$ cat src/rtl/sr_write_pkg.sv
package sr_write_pkg;

    localparam int OP_W = 8;

    localparam logic [OP_W-1:0] OP_WREN = 8'h06;
    localparam logic [OP_W-1:0] OP_WRSR = 8'h01;
    localparam logic [OP_W-1:0] OP_RDSR = 8'h05;

    // Bits clocked in for a complete status write: opcode plus one data byte
    localparam int WRSR_BITS = 2 * OP_W;
    localparam int CNT_W     = $clog2(WRSR_BITS) + 1;

    typedef struct packed {
        logic [CNT_W-1:0] bits;
        logic [OP_W-1:0]  shreg;
        logic [OP_W-1:0]  opcode;
        logic [2:0]       rd_idx;
        logic             sdo;
        logic             wel;
        logic             srwd;
        logic [2:0]       bp;
    } ctrl_t;

endpackage

$ cat src/rtl/sr_sync.sv
module sr_sync #(
    parameter int            W      = 4,
    parameter int            STAGES = 2,
    parameter logic [W-1:0]  INIT   = '0
) (
    input  logic         clk,
    input  logic         rst_n,
    input  logic [W-1:0] din,
    output logic [W-1:0] lvl,
    output logic [W-1:0] rise,
    output logic [W-1:0] fall
);
    logic [W-1:0] pipe_d [STAGES+1];
    logic [W-1:0] pipe_q [STAGES+1];

    always_comb begin
        pipe_d[0] = din;
        for (int i = 1; i <= STAGES; i++) begin
            pipe_d[i] = pipe_q[i-1];
        end
    end

    always_ff @(posedge clk or negedge rst_n) begin
        if (!rst_n) begin
            for (int i = 0; i <= STAGES; i++) begin
                pipe_q[i] <= INIT;
            end
        end else begin
            for (int i = 0; i <= STAGES; i++) begin
                pipe_q[i] <= pipe_d[i];
            end
        end
    end

    for (genvar b = 0; b < W; b++) begin : g_edge
        assign lvl[b]  = pipe_q[STAGES-1][b];
        assign rise[b] = pipe_q[STAGES-1][b] & ~pipe_q[STAGES][b];
        assign fall[b] = ~pipe_q[STAGES-1][b] & pipe_q[STAGES][b];
    end
endmodule

$ cat src/rtl/sr_timer.sv
module sr_timer #(
    parameter int CYCLES = 50
) (
    input  logic clk,
    input  logic rst_n,
    input  logic start,
    output logic busy,
    output logic done
);
    localparam int CW = $clog2(CYCLES + 1);

    logic [CW-1:0] cnt_d, cnt_q;
    logic          busy_d, busy_q;

    always_comb begin
        cnt_d  = cnt_q;
        busy_d = busy_q;
        done   = 1'b0;
        if (busy_q) begin
            if (cnt_q == '0) begin
                busy_d = 1'b0;
                done   = 1'b1;
            end else begin
                cnt_d = cnt_q - 1'b1;
            end
        end else if (start) begin
            busy_d = 1'b1;
            cnt_d  = CW'(CYCLES - 1);
        end
    end

    always_ff @(posedge clk or negedge rst_n) begin
        if (!rst_n) begin
            cnt_q  <= '0;
            busy_q <= 1'b0;
        end else begin
            cnt_q  <= cnt_d;
            busy_q <= busy_d;
        end
    end

    assign busy = busy_q;
endmodule

$ cat src/rtl/sr_write_ctrl.sv
module sr_write_ctrl
    import sr_write_pkg::*;
#(
    parameter int WRITE_CYCLES = 50,
    parameter int SYNC_STAGES  = 2
) (
    input  logic clk,
    input  logic rst_n,
    input  logic cs_n,
    input  logic sclk,
    input  logic mosi,
    input  logic wp_n,
    output logic sdo,
    output logic sdo_en
);
    localparam int PIN_W = 4;
    localparam int P_CS  = 3;
    localparam int P_SCK = 2;
    localparam int P_DI  = 1;
    localparam int P_WP  = 0;

    logic [PIN_W-1:0] pin_lvl, pin_rise, pin_fall;

    sr_sync #(
        .W      (PIN_W),
        .STAGES (SYNC_STAGES),
        .INIT   (4'b1001)
    ) u_sync (
        .clk   (clk),
        .rst_n (rst_n),
        .din   ({cs_n, sclk, mosi, wp_n}),
        .lvl   (pin_lvl),
        .rise  (pin_rise),
        .fall  (pin_fall)
    );

    logic cs_lvl, cs_rise, cs_fall, sck_rise, sck_fall, di_lvl, wp_lvl;
    assign cs_lvl   = pin_lvl[P_CS];
    assign cs_rise  = pin_rise[P_CS];
    assign cs_fall  = pin_fall[P_CS];
    assign sck_rise = pin_rise[P_SCK];
    assign sck_fall = pin_fall[P_SCK];
    assign di_lvl   = pin_lvl[P_DI];
    assign wp_lvl   = pin_lvl[P_WP];

    logic busy, done, start;

    sr_timer #(
        .CYCLES (WRITE_CYCLES)
    ) u_timer (
        .clk   (clk),
        .rst_n (rst_n),
        .start (start),
        .busy  (busy),
        .done  (done)
    );

    ctrl_t state_d, state_q;
    logic [7:0] stat;
    logic       hw_lock;

    assign stat    = {state_q.srwd, 2'b00, state_q.bp, state_q.wel, busy};
    assign hw_lock = state_q.srwd & ~wp_lvl;

    always_comb begin
        state_d = state_q;
        start   = 1'b0;

        if (cs_fall) begin
            state_d.bits   = '0;
            state_d.opcode = '0;
            state_d.rd_idx = '0;
        end else if (!cs_lvl) begin
            if (sck_rise) begin
                state_d.shreg = {state_q.shreg[OP_W-2:0], di_lvl};
                if (state_q.bits != {CNT_W{1'b1}}) begin
                    state_d.bits = state_q.bits + 1'b1;
                end
                if (state_q.bits == CNT_W'(OP_W - 1)) begin
                    state_d.opcode = {state_q.shreg[OP_W-2:0], di_lvl};
                    state_d.rd_idx = '0;
                end
            end
            if (sck_fall && state_q.bits >= CNT_W'(OP_W) && state_q.opcode == OP_RDSR) begin
                state_d.sdo    = stat[3'd7 - state_q.rd_idx];
                state_d.rd_idx = state_q.rd_idx + 1'b1;
            end
        end

        if (cs_rise && !busy) begin
            if (state_q.opcode == OP_WREN && state_q.bits == CNT_W'(OP_W)) begin
                state_d.wel = 1'b1;
            end else if (state_q.opcode == OP_WRSR && state_q.bits == CNT_W'(WRSR_BITS)
                         && state_q.wel && !hw_lock) begin
                state_d.srwd = state_q.shreg[7];
                state_d.bp   = state_q.shreg[4:2];
                start        = 1'b1;
            end
        end

        if (done) begin
            state_d.wel = 1'b0;
        end
    end

    always_ff @(posedge clk or negedge rst_n) begin
        if (!rst_n) begin
            state_q <= '0;
        end else begin
            state_q <= state_d;
        end
    end

    assign sdo    = state_q.sdo;
    assign sdo_en = ~cs_lvl;
endmodule

$ cat config.mk
export PLATFORM = sky130hd
export DESIGN_NAME = sr_write_ctrl
export DESIGN_NICKNAME = d
export VERILOG_FILES = /design/src/rtl/sr_write_pkg.sv /design/src/rtl/sr_sync.sv /design/src/rtl/sr_timer.sv /design/src/rtl/sr_write_ctrl.sv
export SDC_FILE = /design/constraint.sdc
export NUM_CORES = 1
export LEC_CHECK = 0
export BUFFER_PORTS_ARGS = -buffer_cell sky130_fd_sc_hd__buf_4
export CORE_MARGIN = 2
export CORE_UTILIZATION = 60
export CTS_CLUSTER_DIAMETER = 150
export DETAILED_ROUTE_END_ITERATION = 16
export PLACE_DENSITY = 0.89
export SETUP_SLACK_MARGIN = 0.1
export SLEW_MARGIN = 20
export SYNTH_ARGS = -nofsm -noshare
export SYNTH_HDL_FRONTEND = slang
export SYNTH_SLANG_ARGS = --single-unit
$ cat constraint.sdc
create_clock -name clk -period 2.4 [get_ports clk]
set_input_delay 0.24 -clock clk [delete_from_list [all_inputs] [get_ports clk]]
set_output_delay 0.24 -clock clk [all_outputs]
set_load 0.01 [all_outputs]
==> results.json <==
{
  "gp_congestion": 0.899,
  "wl_per_cell_um": 16.0,
  "power-per-cell-area_nw_per_um2": 602,
  "p_leak_nw": 1.11,
  "drive_gt1_frac": 0.184,
  "antenna_found_initial": 0,
  "holdPathStages": 0,
  "clock_latency_ns": 0.37,
  "ios": 8,
  "rows": 21,
  "fin_crit_ns": 2.04,
  "grt_max_degree": 48,
  "top_usage_layer": "met2",
  "cts-root-buf": "clkbuf_4",
  "fp.dieW_um": 63.3,
  "grtUsageTotal": 0.230,
  "yosysMostFrequentCell": "dfrtp_1",
  "use_met3": 0.0536,
  "synth_cell_type_count": 46,
  "swShare": 0.230,
  "cts_max_level": 2,
  "syn2layout_area_growth_pct": 11.0,
  "p_clk_frac": 0.331,
  "whs_ns": 0.362,
  "clockBufferDepth": 2,
  "cts_tree": "yes",
  "power_mw": 1.41,
  "max_freq_ghz": 0.490,
  "drt_first_iter_violations": 62,
  "critPathLaunchType": "flip-flop",
  "syn_area_um2": 2110,
  "crit_required_ns": 2.66,
  "post-place-ws_ns": 0.392,
  "synthCells": 183,
  "fin_nets": 212,
  "path_class": "reg -> reg",
  "hpwl_um": 2740,
  "ys_ff_latch": 47,
  "slew_viol_final": 0,
  "slew_headroom": 0.604,
  "synth_top_area_cell": "dfrtp_1",
  "syn-num-nets": 195,
  "drv_cap": 0,
  "avgSynthCellArea_um2": 11.5,
  "grt_util_met2": 0.403,
  "p_sw_mw": 0.323,
  "worst-endpoint-arrival_ns": 2.30,
  "setup_ws_ns": 0.357,
  "reg2reg_slack_ns": 0.36,
  "peakVddDrop_uv": 505,
  "combPwrFrac": 0.062,
  "hp-class": "reg -> reg",
  "clock_skew_ns": 0.0125,
  "grt_overflow_total": 0,
  "vias": 1420,
  "yosys_most_used_dff": "dfrtp_1",
  "crit_fanout": 4,
  "ant_nets": 0,
  "die_y_um": 63.3,
  "use_met1": 0.282,
  "end_kind": "flip-flop",
  "rsz0062_at_grt": "no",
  "grt_pass1_vias": 1506,
  "core_um2": 3360,
  "drc_errors": 0,
  "ys_warn_count": 0,
  "fillers": 261,
  "finalSetupViolations": 0,
  "synth_top_area_share": 0.499,
  "clock_sinks": 47,
  "synth_seq_area_share": 0.561,
  "first_pass_iters": 4,
  "r2r-start": "state_q[25]$_DFFE_PN0P_",
  "drt-total-wl_um": 3950,
  "grt_pass1_wl_um": 7060,
  "clkSlewWorstSetupHoldPaths_ns": 0.12,
  "numCtsBuffers": 5,
  "r2r_cells": 6,
  "synthArstFlopShare": 1.00,
  "setup_tns_ns": 0,
  "synth_edf_count": 0,
  "ys_top_cells_by_area": "dfrtp_1, nand2_1, dfstp_2",
  "hold_start": "u_sync.pipe_d[6]$_DFF_PN0_",
  "r2r_end": "state_q[25]$_DFFE_PN0P_",
  "diodes": 0,
  "post-route-period-util": 0.851,
  "port-buffer-count": 7,
  "max_slew.worst_pin.slew_ns": 0.592,
  "hold_viol": 0,
  "p_int_mw": 1.08,
  "synth_commonest_cells": "dfrtp_1, nand2_1, o21ai_0",
  "start_util": 0.626,
  "avgViaCountPerCell": 5.75,
  "status": "complete, no violations",
  "min_to": "u_sync.lvl[2]$_DFF_PN0_",
  "dieArea_um2": 4000,
  "seq_power_share": 0.607
}
-- cell families (layout without fill, tap and decap cells) --
family,Yosys count,in the layout,synth area share
DFF,47,47,0.561
and+or+nand+nor,74,74,0.205
muxes,10,10,0.0612
AOI/OAI and AO/OA,33,33,0.107
buffers and inverters,11,29,0.0208
xor gates and xnor gates,2,2,0.00832
adders and majority gates,6,6,0.0356
-- final cells by class --
| type | instances | area, um^2 | share of cell area |
|---|---|---|---|
| tap | 46 | 57.6 | 0.0246 |
| timing repair buffer | 13 | 110 | 0.0471 |
| sequential | 47 | 1180 | 0.505 |
| clock inverter | 2 | 37.5 | 0.0160 |
| inverter | 8 | 30.0 | 0.0128 |
| clock buffer | 6 | 41.3 | 0.0176 |
| multi-input combinational | 125 | 881 | 0.376 |
-- timing repair --
action,CTS,global route
hold buffers,5,0
setup buffers,0,0
endpoints found under the hold margin,46,0
resized for setup,0,0
-- cells in the final DEF, fill, tap and decap left out, drive strengths merged, types with 3 or more instances in the layout --
master / instances
buf: 8
clkbuf: 6
dfrtp: 42
dfstp: 5
dlygate4sd3: 5
ha: 6
inv: 8
mux2: 7
nand2: 37
nand3: 3
nor2: 9
nor3b: 5
o211ai: 4
o21ai: 17
-- flip-flops by register name, indices dropped and copies added, names as in the netlist --
register       cells
state_q           24
u_timer.cnt_q      6
stat               5
sdo                1
u_timer.busy       1
u_sync.lvl         4
u_sync.pipe_d      4
u_sync.pipe_q      2
-- metrics by stage --
stage / cells / util / area [um^2]
3_5_place_dp: 234 / 0.657 / 2210
3_3_place_gp: 234 / 0.657 / 2210
5_1_grt: 247 / 0.696 / 2340
2_1_floorplan: 183 / - / 2110
4_1_cts: 247 / 0.696 / 2340
6_report: 247 / 0.696 / 2340
-- critical path, stage by stage (launching register included) --
cell and delay, ns:
dfrtp_1 0.42, ha_1 0.24, and3_1 0.17, ha_1 0.21
nor3b_1 0.36, o21ai_0 0.25, mux2_2 0.31
-- worst max-delay path by stage --
stage | start | end | slack, ns | cells after the start
6_report | state_q[25]$_DFFE_PN0P_ | state_q[25]$_DFFE_PN0P_ | 0.36 | 6
5_1_grt | state_q[25]$_DFFE_PN0P_ | state_q[25]$_DFFE_PN0P_ | 0.31 | 6
4_1_cts | state_q[25]$_DFFE_PN0P_ | state_q[25]$_DFFE_PN0P_ | 0.38 | 6
3_5_place_dp | state_q[25]$_DFFE_PN0P_ | state_q[25]$_DFFE_PN0P_ | 0.39 | 6
3_3_place_gp | state_q[26]$_DFFE_PN0P_ | state_q[25]$_DFFE_PN0P_ | 0.60 | 6
2_1_floorplan | state_q[25]$_DFFE_PN0P_ | state_q[25]$_DFFE_PN0P_ | 0.65 | 6
-- power by group through the flow --
stage / clock (mW) / sequential (mW) / combinational (mW)
final: 0.466 / 0.855 / 0.0869
after global routing: 0.507 / 0.859 / 0.100
after CTS: 0.477 / 0.854 / 0.0893
after detailed placement: 0 / 0.869 / 0.0821
after global placement: 0 / 0.865 / 0.0768
after floorplan: 0 / 0.860 / 0.0484
-- layer usage --
layer  wire (um)  vias to the layer above  part of all wire
li1            -                      677                 -
met4          74                        0             0.019
met2        2120                       22              0.54
met1        1640                      714              0.42
met3         106                        7             0.027
met5           0                        -                 0
(Power assumes the default switching activity.)
